===== src/rtl/uart_rx_pkg.sv =====
package uart_rx_pkg;
  typedef struct packed {
    logic       bi;
    logic       fe;
    logic       pe;
    logic [7:0] data;
  } rx_entry_t;

  typedef enum logic [2:0] {
    ST_IDLE, ST_START, ST_DATA, ST_PAR, ST_STOP, ST_STOP2, ST_BRK
  } rx_state_t;

  localparam int unsigned ENTRY_W = 11;
endpackage


===== src/rtl/uart_rx_deser.sv =====
module uart_rx_deser
  import uart_rx_pkg::*;
#(
  parameter int unsigned OS_RATE = 16
) (
  input  logic      clk,
  input  logic      rst,
  input  logic      rx,
  input  logic      os_tick,
  input  logic [1:0] lc_len,
  input  logic      lc_par_en,
  input  logic      lc_par_even,
  input  logic      lc_two_stop,
  output logic      push,
  output rx_entry_t entry,
  output logic      brk_wait
);
  localparam int unsigned CW = $clog2(OS_RATE);
  localparam logic [CW-1:0] HALF_M1 = CW'(OS_RATE / 2 - 1);
  localparam logic [CW-1:0] FULL_M1 = CW'(OS_RATE - 1);

  rx_state_t     state;
  logic [CW-1:0] cnt;
  logic [2:0]    bidx;
  logic [7:0]    shreg;
  logic          par_acc;
  logic          par_bit;
  logic          allz;
  logic          pe_now;
  logic [2:0]    last_idx;

  assign last_idx = 3'd4 + {1'b0, lc_len};
  assign pe_now   = lc_par_en && ((par_acc ^ par_bit) == lc_par_even);
  assign brk_wait = (state == ST_BRK);

  always_ff @(posedge clk) begin
    if (rst) begin
      state   <= ST_IDLE;
      cnt     <= '0;
      bidx    <= '0;
      shreg   <= '0;
      par_acc <= 1'b0;
      par_bit <= 1'b0;
      allz    <= 1'b1;
      push    <= 1'b0;
      entry   <= '0;
    end else begin
      push <= 1'b0;
      if (os_tick) begin
        case (state)
          ST_IDLE: begin
            if (!rx) begin
              state <= ST_START;
              cnt   <= '0;
            end
          end
          ST_START: begin
            if (cnt == HALF_M1) begin
              cnt <= '0;
              if (!rx) begin
                state   <= ST_DATA;
                bidx    <= '0;
                shreg   <= '0;
                par_acc <= 1'b0;
                par_bit <= 1'b0;
                allz    <= 1'b1;
              end else begin
                state <= ST_IDLE;
              end
            end else begin
              cnt <= cnt + 1'b1;
            end
          end
          ST_DATA: begin
            if (cnt == FULL_M1) begin
              cnt         <= '0;
              shreg[bidx] <= rx;
              par_acc     <= par_acc ^ rx;
              allz        <= allz & ~rx;
              if (bidx == last_idx) state <= lc_par_en ? ST_PAR : ST_STOP;
              else                  bidx  <= bidx + 1'b1;
            end else begin
              cnt <= cnt + 1'b1;
            end
          end
          ST_PAR: begin
            if (cnt == FULL_M1) begin
              cnt     <= '0;
              par_bit <= rx;
              allz    <= allz & ~rx;
              state   <= ST_STOP;
            end else begin
              cnt <= cnt + 1'b1;
            end
          end
          ST_STOP: begin
            if (cnt == FULL_M1) begin
              cnt  <= '0;
              push <= 1'b1;
              if (rx) begin
                entry <= '{bi: 1'b0, fe: 1'b0, pe: pe_now, data: shreg};
                state <= lc_two_stop ? ST_STOP2 : ST_IDLE;
              end else if (allz) begin
                entry <= '{bi: 1'b1, fe: 1'b0, pe: 1'b0, data: 8'h00};
                state <= ST_BRK;
              end else begin
                // low stop cell becomes the next start bit
                entry   <= '{bi: 1'b0, fe: 1'b1, pe: pe_now, data: shreg};
                state   <= ST_DATA;
                bidx    <= '0;
                shreg   <= '0;
                par_acc <= 1'b0;
                par_bit <= 1'b0;
                allz    <= 1'b1;
              end
            end else begin
              cnt <= cnt + 1'b1;
            end
          end
          ST_STOP2: begin
            if (cnt == FULL_M1) begin
              cnt   <= '0;
              state <= ST_IDLE;
            end else begin
              cnt <= cnt + 1'b1;
            end
          end
          ST_BRK: begin
            if (rx) state <= ST_IDLE;
          end
          default: state <= ST_IDLE;
        endcase
      end
    end
  end
endmodule


===== src/rtl/uart_rx_fifo.sv =====
module uart_rx_fifo #(
  parameter int unsigned WIDTH = 11,
  parameter int unsigned DEPTH = 16
) (
  input  logic             clk,
  input  logic             rst,
  input  logic             wr_en,
  input  logic [WIDTH-1:0] wr_data,
  input  logic             rd_en,
  output logic [WIDTH-1:0] head,
  output logic             empty,
  output logic             full
);
  localparam int unsigned AW = (DEPTH > 1) ? $clog2(DEPTH) : 1;
  localparam logic [AW:0] DEPTH_C = (AW+1)'(DEPTH);

  logic [WIDTH-1:0] mem [DEPTH];
  logic [AW-1:0]    wp, rp;
  logic [AW:0]      count;

  assign empty = (count == '0);
  assign full  = (count == DEPTH_C);
  assign head  = mem[rp];

  always_ff @(posedge clk) begin
    if (wr_en) mem[wp] <= wr_data;
  end

  always_ff @(posedge clk) begin
    if (rst) begin
      wp    <= '0;
      rp    <= '0;
      count <= '0;
    end else begin
      if (wr_en) wp <= (wp == AW'(DEPTH - 1)) ? '0 : wp + 1'b1;
      if (rd_en) rp <= (rp == AW'(DEPTH - 1)) ? '0 : rp + 1'b1;
      case ({wr_en, rd_en})
        2'b10:   count <= count + 1'b1;
        2'b01:   count <= count - 1'b1;
        default: count <= count;
      endcase
    end
  end
endmodule


===== src/rtl/uart_rx_status.sv =====
module uart_rx_status
  import uart_rx_pkg::*;
(
  input  logic       clk,
  input  logic       rst,
  input  rx_entry_t  head,
  input  logic       empty,
  input  logic       pop,
  input  logic       ovr_evt,
  input  logic       lsr_rd,
  output logic       load,
  output logic [2:0] flags,
  output logic       ovr,
  output logic [7:0] lsr_val
);
  logic head_seen;

  assign load    = !empty && !head_seen;
  assign lsr_val = {1'b0, 1'b1, 1'b1, flags, ovr, !empty};

  always_ff @(posedge clk) begin
    if (rst) begin
      head_seen <= 1'b0;
      flags     <= '0;
      ovr       <= 1'b0;
    end else begin
      if (pop)       head_seen <= 1'b0;
      else if (load) head_seen <= 1'b1;

      if (pop)         flags <= '0;
      else if (load)   flags <= {head.bi, head.fe, head.pe};
      else if (lsr_rd) flags <= '0;

      if (ovr_evt)     ovr <= 1'b1;
      else if (lsr_rd) ovr <= 1'b0;
    end
  end
endmodule


===== src/rtl/uart_rx_lsr.sv =====
module uart_rx_lsr
  import uart_rx_pkg::*;
#(
  parameter int unsigned OS_RATE    = 16,
  parameter int unsigned FIFO_DEPTH = 16,
  parameter int unsigned SYNC_STG   = 2,
  parameter logic [2:0]  ADDR_DATA  = 3'd0,
  parameter logic [2:0]  ADDR_LSR   = 3'd5
) (
  input  logic       clk,
  input  logic       rst,
  input  logic       rxd,
  input  logic       os_tick,
  input  logic [1:0] lc_len,
  input  logic       lc_par_en,
  input  logic       lc_par_even,
  input  logic       lc_two_stop,
  input  logic       reg_rd,
  input  logic [2:0] reg_addr,
  output logic [7:0] reg_rdata
);
  logic [SYNC_STG-1:0] sync_q;
  logic                rx_s;

  generate
    if (SYNC_STG == 1) begin : g_sync1
      always_ff @(posedge clk) begin
        if (rst) sync_q <= '1;
        else     sync_q <= rxd;
      end
    end else begin : g_syncn
      always_ff @(posedge clk) begin
        if (rst) sync_q <= '1;
        else     sync_q <= {sync_q[SYNC_STG-2:0], rxd};
      end
    end
  endgenerate
  assign rx_s = sync_q[SYNC_STG-1];

  logic       core_push;
  rx_entry_t  core_entry;
  logic       core_brk;
  logic       fifo_full, fifo_empty, fifo_wr, fifo_pop;
  rx_entry_t  head_entry;
  logic       lsr_rd, st_load, st_ovr, ovr_evt;
  logic [2:0] st_flags;
  logic [7:0] lsr_val;

  uart_rx_deser #(.OS_RATE(OS_RATE)) deser_i (
    .clk(clk), .rst(rst), .rx(rx_s), .os_tick(os_tick),
    .lc_len(lc_len), .lc_par_en(lc_par_en), .lc_par_even(lc_par_even),
    .lc_two_stop(lc_two_stop), .push(core_push), .entry(core_entry),
    .brk_wait(core_brk)
  );

  assign fifo_wr  = core_push && !fifo_full;
  assign ovr_evt  = core_push && fifo_full;
  assign fifo_pop = reg_rd && (reg_addr == ADDR_DATA) && !fifo_empty;
  assign lsr_rd   = reg_rd && (reg_addr == ADDR_LSR);

  uart_rx_fifo #(.WIDTH(ENTRY_W), .DEPTH(FIFO_DEPTH)) fifo_i (
    .clk(clk), .rst(rst), .wr_en(fifo_wr), .wr_data(core_entry),
    .rd_en(fifo_pop), .head(head_entry), .empty(fifo_empty), .full(fifo_full)
  );

  uart_rx_status status_i (
    .clk(clk), .rst(rst), .head(head_entry), .empty(fifo_empty),
    .pop(fifo_pop), .ovr_evt(ovr_evt), .lsr_rd(lsr_rd), .load(st_load),
    .flags(st_flags), .ovr(st_ovr), .lsr_val(lsr_val)
  );

  always_ff @(posedge clk) begin
    if (rst) begin
      reg_rdata <= 8'h00;
    end else if (reg_rd) begin
      if (fifo_pop)    reg_rdata <= head_entry.data;
      else if (lsr_rd) reg_rdata <= lsr_val;
      else             reg_rdata <= 8'h00;
    end
  end
endmodule


===== config.mk =====
export PLATFORM = sky130hd
export DESIGN_NAME = uart_rx_lsr
export DESIGN_NICKNAME = d
export VERILOG_FILES = /design/src/rtl/uart_rx_pkg.sv /design/src/rtl/uart_rx_deser.sv /design/src/rtl/uart_rx_fifo.sv /design/src/rtl/uart_rx_status.sv /design/src/rtl/uart_rx_lsr.sv
export SDC_FILE = /design/constraint.sdc
export NUM_CORES = 1
export LEC_CHECK = 0
export BUFFER_PORTS_ARGS = -buffer_cell sky130_fd_sc_hd__buf_2
export CAP_MARGIN = 20
export CORE_MARGIN = 5
export CORE_UTILIZATION = 40
export DETAILED_ROUTE_END_ITERATION = 7
export HOLD_SLACK_MARGIN = 0.12
export PLACE_DENSITY = 0.56
export SLEW_MARGIN = 5
export SYNTH_ARGS = -nofsm -noshare
export SYNTH_HDL_FRONTEND = slang
export SYNTH_SLANG_ARGS = --single-unit

===== constraint.sdc =====
create_clock -name clk -period 3.42 [get_ports clk]
set_input_delay 0.171 -clock clk [delete_from_list [all_inputs] [get_ports clk]]
set_output_delay 0.171 -clock clk [all_outputs]
set_load 0.01 [all_outputs]

==> results of run 1 <==
## synthesized netlist by cell type (6+ instances only)
cell,n,area [um2]
edfxtp_1,176,5290
dfxtp_1,65,1300
nand2_1,58,218
a21oi_1,44,220
mux4_2,44,991
nor2_1,40,150
o21ai_0,24,120
clkbuf_1,18,67.6
inv_1,17,63.8
nand3_1,17,85.1
nor3_1,12,60.1
mux2i_1,11,110
a22o_1,10,87.6
a31oi_1,10,62.6
ha_1,10,125
or3_1,8,50.1
a22oi_1,7,52.6
buf_2,7,35.0
nand2b_1,7,43.8
xor2_1,6,52.6
## flip-flops by register name, summed over array words and instances (netlist names), 4 cells and up, named ones only
name	count
fifo_i.wp	4
deser_i.cnt	4
reg_rdata	8
fifo_i.rp	4
fifo_i.mem	176
deser_i.shreg	8
deser_i.entry	11
fifo_i.count	5
## power groups by stage
stage          Combinational (mW)  Sequential [mW]  Clock [mW]
4_1_cts                     0.142             3.12        2.72
3_3_place_gp                0.131             3.19           0
6_report                    0.143             3.12        2.66
5_1_grt                     0.158             3.13        2.84
3_5_place_dp                0.135             3.19           0
2_1_floorplan               0.121             3.17           0
## cell type report
type | count | share of cell area, %
Clock buffer | 30 | 5.85
Clock inverter | 18 | 1.30
Inverter | 17 | 0.561
Multi-Input combinational cell | 394 | 27.8
Sequential cell | 241 | 57.9
Tap cell | 330 | 3.63
Timing Repair Buffer | 49 | 2.95
## metrics by stage
| step | hold WS, ps | total power [mW] | worst slack (ps) |
|---|---|---|---|
| after floorplan | 275 | 3.29 | 398 |
| after global placement | 361 | 3.32 | 519 |
| after detailed placement | 362 | 3.32 | 329 |
| after CTS | 125 | 5.99 | 343 |
| after global routing | 152 | 6.12 | 58.0 |
| final | 132 | 5.93 | 318 |
## kinds of logic (layout without fill, tap and decap cells)
| kind of cell | count (synthesis) | after routing | share of synthesized area [%] |
|---|---|---|---|
| buffers and inverters | 55 | 114 | 2.90 |
| xor gates and xnor gates | 11 | 11 | 0.961 |
| DFF | 241 | 241 | 65.7 |
| and+or+nand+nor | 187 | 187 | 9.49 |
| muxes | 56 | 56 | 11.1 |
| adders and majority gates | 10 | 10 | 1.25 |
| AOI/OAI and AO/OA | 130 | 130 | 8.60 |
## worst paths after layout
path | end | slack [ps] | cells past startpoint
max | fifo_i.count[4]$_SDFFE_PP0P_ | 320 | 12
min | deser_i.entry[8]$_SDFFE_PP0P_ | 130 | 5
max reg2reg | fifo_i.count[4]$_SDFFE_PP0P_ | 320 | 12
min reg2reg | sync_q[1]$_SDFF_PP1_ | 420 | 1
## routing by layer
| layer | global-route usage (%) | vias up | wire length (um) |
|---|---|---|---|
| li1 | - | 2739 | - |
| met1 | 20.0 | 3065 | 9480 |
| met2 | 27.5 | 150 | 11200 |
| met3 | 2.70 | 44 | 960 |
| met4 | 4.09 | 0 | 525 |
| met5 | 0 | - | 0 |
## tightest hold or removal path, stage by stage
cell and delay (ps):
buf_2 80, xor2_1 70, xnor2_1 120, nand4_1 100, a21oi_1 60
## repair_timing
item	4_1_cts	5_1_grt
gates resized for setup	0	0
hold endpoints to repair	14	0
hold buffers	7	0
==> results by group, run 1 <==
Power and ir drop
  • Clock share of power: 44.9%
  • Static Leakage: 3.84 nW
  • Combinational power share: 2.4%
  • Internal: 4.71 mW
  • Sequential fraction of design power: 52.7%
  • Sw Ratio: 20.5%
  • PwrDens: 521 nW/um2
  • Worst vdd ir: ~0.3 mV
  • NetSw: 1.22 mW

Routing
  • DRT antenna net count: 0
  • Routed length per instance: around 21 um
  • DRT Pass-1 Iters: 5
  • Starting DRT DRC Count: 520
  • Via count: around 6.0k
  • Via density: 5.56
  • Final WL: 22,200 um
  • # DRC: 0

Synth
  • Ys Warns: 0
  • Synth Instances: between 600 and 700
  • Syn Nets: 713
  • Syn_area_per_cell: between 10 and 15 um2
  • Seq/Total Area, Yosys: about two thirds
  • Post-synth EDFFs: 176
  • Post-synth cell types: between 60 and 70
  • FF+latch count, synth: 241
  • Syn Std Cell Area: 10,000 um2
  • Dominant synthesized flop cell: edfxtp_1
  • Ys async rst share: 0%

Clock tree
  • Clock Path Buffers: 3
  • Total CTS buffers: 26
  • TritonCTS clock tree: done
  • Worst-path clk slew: 60 ps
  • Root Driver: clkbuf_16
  • Htree depth: 1
  • Post-CTS setup buffer count: 0
  • Count of clock tree sinks: 241
  • Worst-Skew Late Latency: 530 ps

Setup path
  • Critical Path Start: fifo_i.count[1]$_SDFFE_PP0P_
  • Worst EP required: 3830 ps
  • Crit end category: flip-flop
  • Largest delay share family, worst path: compound AO/OA/AOI/OAI gates
  • CP Cell Sequence: nor4_1 -> a21boi_2 -> buf_4 -> inv_1 -> ha_1 -> xor2_1 -> ha_1 -> a21oi_1 -> o22ai_1 -> a222oi_1 -> or4_1 -> nand2_1
  • Worst path slowest cell: nor4_1
  • Critical Path Source Type: flip-flop
  • Worst Setup Path Type: reg -> reg
  • CP Buf/Inv Count: 2
  • CP max stage delay: 590 ps
  • R2R Path Start: fifo_i.count[1]$_SDFFE_PP0P_
  • Most frequent CP cell: ha_1
  • Worst EP arrival: 3510 ps
  • Critical Path Fanout Max: 10

Final layout
  • Post-route cell area: around 11,000 um2
  • Layout Utilization: between 40% and 50%
  • # diodes: 0
  • Layout cells sized above 1: 19.8%
  • Commonest non-fill, non-tap cell in the layout: edfxtp_1
  • Area occupied by multi-input gates: around 3200 um2
  • Synth-to-layout area growth: 13.4%
  • Nets@finish: 752
  • Register area: 6590 um2
  • Post-Layout Cell Count: 1,079
  • FILL cells: 2,198
  • Most frequent cells in the layout: edfxtp_1 (176), dfxtp_1 (63), nand2_1 (58)

Timing
  • RSZ-0062 raised after global routing: false
  • Maximum operating frequency: 322 MHz
  • Final count of pins violating max slew: 0
  • Least-Margin Pin Slew: ~940 ps
  • Fin crit share: 90.7%
  • Fin Setup TNS: 0 ps
  • Slew headroom: 37.4%
  • Final hold violation count: 0
  • Clock Skew: 16.6 ps
  • Post-layout minimum cycle time: 3100 ps
  • Final setup violation count: 0

Global route
  • Global route total overflow: 0
  • Number of global-route vias before repair: a little over 6k
  • Pin count of the biggest net entering global routing: 48
  • Initial antenna violation count: 0
  • First-pass GRT wire length: around 35,000 um
  • GRT Total Usage: between 10% and 20%

Floorplanning
  • Die area: 28,300 um2
  • Die X: 168 um
  • Die height: 168 um
  • Starting Density: 40.2%
  • Total core area: between 20,000 and 25,000 um2
  • Row count: just under 60
  • IO Count: 21

Flow run
  • Max Cap Viol: 0

Placed design
  • Final Wtd Congestion: 0.802
  • PortBufs: 20
  • Post-Place Cells: ~1.0k
  • DP HPWL: 14,400 um
  • Placed instance area: 10,500 um2

Worst hold path
  • Hold Crit Class: in -> reg
  • Min-delay src: lc_par_even

Run status
  • Outcome: finished clean
Note: power is estimated with default switching activity, not from simulation.
==> run 2: changes to the inputs <==
--- a/config.mk
+++ b/config.mk
@@ -7,6 +7,7 @@
 export LEC_CHECK = 0
 export BUFFER_PORTS_ARGS = -buffer_cell sky130_fd_sc_hd__buf_2
 export CAP_MARGIN = 20
+export CORE_ASPECT_RATIO = 0.8
 export CORE_MARGIN = 5
 export CORE_UTILIZATION = 40
 export DETAILED_ROUTE_END_ITERATION = 7
==> run 2 against run 1 <==
Worst setup slack worse by 15 ps; core utilization increased by 0.74 points; register-to-register slack worse by 20 ps; global-route usage rose by 0.24 points; routed wire length down 0.15%; clock skew fell by 2.5 ps; critical path type unchanged; largest power group unchanged.
==> results by group, run 2 (same netlist as run 1, synthesis figures left out) <==
Routing
  • DRT Pass-1 Iters: 5 (unchanged)
  • DRT antenna net count: 0 (unchanged)
  • Via density: 5.57 (+0.12%)
  • Via count: 5,894 (-1.7%)
  • # DRC: 0 (unchanged)
  • Final WL: 22,100 um (-0.15%)
  • Starting DRT DRC Count: 476 (-8.5%)
  • Routed length per instance: 20.9 um (+1.7%)

Power and ir drop
  • Clock share of power: 44.8% (about the same)
  • Worst vdd ir: 0.295 mV (-3.4%)
  • Static Leakage: 3.82 nW (-0.49%)
  • Sw Ratio: 19.0% (-1.5 points)
  • Sequential fraction of design power: 52.7% (about the same)
  • NetSw: 1.13 mW (-7.5%)
  • Combinational power share: 2.5% (about the same)
  • PwrDens: 522 nW/um2 (+0.22%)
  • Internal: 4.80 mW (+1.9%)

Global route
  • First-pass GRT wire length: 35,100 um (+0.96%)
  • GRT Total Usage: 15.9% (+0.24 points)
  • Number of global-route vias before repair: 6,031 (-1.3%)
  • Pin count of the biggest net entering global routing: 48 (unchanged)
  • Initial antenna violation count: 0 (unchanged)
  • Global route total overflow: 0 (unchanged)

Clock tree
  • Clock Path Buffers: 3 (unchanged)
  • Htree depth: 1 (unchanged)
  • Worst-path clk slew: 60 ps (about the same)
  • Root Driver: clkbuf_16
  • Post-CTS setup buffer count: 0 (unchanged)
  • TritonCTS clock tree: done
  • Count of clock tree sinks: 241 (unchanged)
  • Worst-Skew Late Latency: 510 ps (-20 ps)
  • Total CTS buffers: 25 (-3.8%)

Final layout
  • Largest register by flop count: fifo_i.mem
  • Commonest non-fill, non-tap cell in the layout: edfxtp_1
  • Post-Layout Cell Count: 1,059 (-1.9%)
  • Largest regs: fifo_i.mem: 176 flops, deser_i.entry: 11 flops
  • FILL cells: 2,118 (-3.6%)
  • Nets@finish: 749 (-0.40%)
  • Most frequent cells in the layout: edfxtp_1 (176), dfxtp_1 (63), nand2_1 (58)
  • Synth-to-layout area growth: 13.2%
  • Largest register FFs: 176 (unchanged)
  • Layout cells sized above 1: 19.2% (-0.57 points)

Timing
  • Maximum operating frequency: 321 MHz (-0.50%)
  • Fin Setup TNS: 0 ps (unchanged)
  • Least-Margin Pin Slew: 903 ps (-35.0 ps)
  • Post-layout minimum cycle time: 3120 ps (+15.5 ps)
  • Final count of pins violating max slew: 0 (unchanged)
  • Hold_ws: 195 ps (+63.1 ps)
  • Final hold violation count: 0 (unchanged)
  • Fin crit share: 91.1% (+0.45 points)
  • Final setup violation count: 0 (unchanged)
  • RSZ-0062 raised after global routing: false
  • Slew headroom: 39.8% (+2.3 points)
  • Clock Skew: 14.1 ps (-2.54 ps)

Setup path
  • Critical Path Source Type: flip-flop
  • Critical Path Fanout Max: 10 (unchanged)
  • Crit end category: flip-flop
  • Reg2Reg Depth: 11 (-1)
  • Worst Setup Path Type: reg -> reg
  • Worst EP required: 3820 ps (about the same)
  • Worst EP arrival: 3510 ps (about the same)

Placed design
  • DP HPWL: 14,900 um (+3.5%)
  • PortBufs: 20 (unchanged)
  • Final Wtd Congestion: 0.832 (+3.8%)
  • Post-Place Cells: 1,010 (-1.4%)

Floorplanning
  • Die area: 28,300 um2 (about the same)
  • Total core area: 24,500 um2 (-1.8%)
  • Die height: 152 um (-9.9%)
  • IO Count: 21 (unchanged)
  • Starting Density: 40.9% (+0.75 points)
  • Row count: 51 (-12%)
  • Die X: 187 um (+11%)

Worst hold path
  • Hold depth: 4 (-1)
  • Hold Crit Class: in -> reg

Flow run
  • Max Cap Viol: 0 (unchanged)

Run status
  • Outcome: finished clean
[run 2: cell type report]
cell class,count,area (um2),area share [%]
clock inverters,8,138,1.21
repair buffers,47,333,2.93
well taps,318,398,3.51
inverters,17,63.8,0.563
clock buffers,33,656,5.78
multi-input cells,394,3160,27.9
diodes,1,2.50,0.0221
flip-flops and latches,241,6590,58.1
[run 2: path summary, 6_finish.rpt]
kind / to / from / slack, ps
max: fifo_i.count[4]$_SDFFE_PP0P_ / fifo_i.count[0]$_SDFFE_PP0P_ / 300
min: status_i.ovr$_SDFFE_PP0P_ / reg_addr[2] / 190
max reg2reg: fifo_i.count[4]$_SDFFE_PP0P_ / fifo_i.count[0]$_SDFFE_PP0P_ / 300
min reg2reg: sync_q[1]$_SDFF_PP1_ / sync_q[0]$_SDFF_PP1_ / 410
[run 2: power groups by stage]
stage	clock, mW	combinational (mW)	sequential [mW]
6_report	2.65	0.146	3.12
4_1_cts	2.73	0.146	3.12
5_1_grt	2.86	0.162	3.12
3_5_place_dp	0	0.139	3.19
2_1_floorplan	0	0.121	3.17
3_3_place_gp	0	0.132	3.18
[run 2: timing repair]
action,CTS,global route
hold buffers,7,0
endpoints found under the setup margin,0,1
endpoints found under the hold margin,13,0
gates resized for setup,0,1
[run 2: critical path, stage by stage (launching register included)]
cell and delay (ps):
dfxtp_1 370, nor4_2 510, a21boi_2 220, inv_1 130, ha_1 320, xor2_1 110, ha_1 220, a21oi_1 290
o22ai_1 180, a222oi_1 430, or4_1 170, nand2_1 50
[run 2: metrics by stage]
| stage | instance area [um2] | utilization, % | setup slack [ps] | power, mW |
|---|---|---|---|---|
| 6_report | 11300 | 46.3 | 303 | 5.92 |
| 5_1_grt | 11300 | 46.3 | 51.7 | 6.15 |
| 4_1_cts | 11300 | 46.3 | 175 | 5.99 |
| 3_5_place_dp | 10500 | 42.7 | 211 | 3.32 |
| 3_3_place_gp | 10500 | 42.7 | 484 | 3.32 |
| 2_1_floorplan | 10000 | - | 398 | 3.29 |
[run 2: routing by layer]
layer	track usage, %	share of wire [%]
met3	2.29	3.8
met1	22.8	47
met5	0	0
met4	2.99	1.5
met2	26.3	47
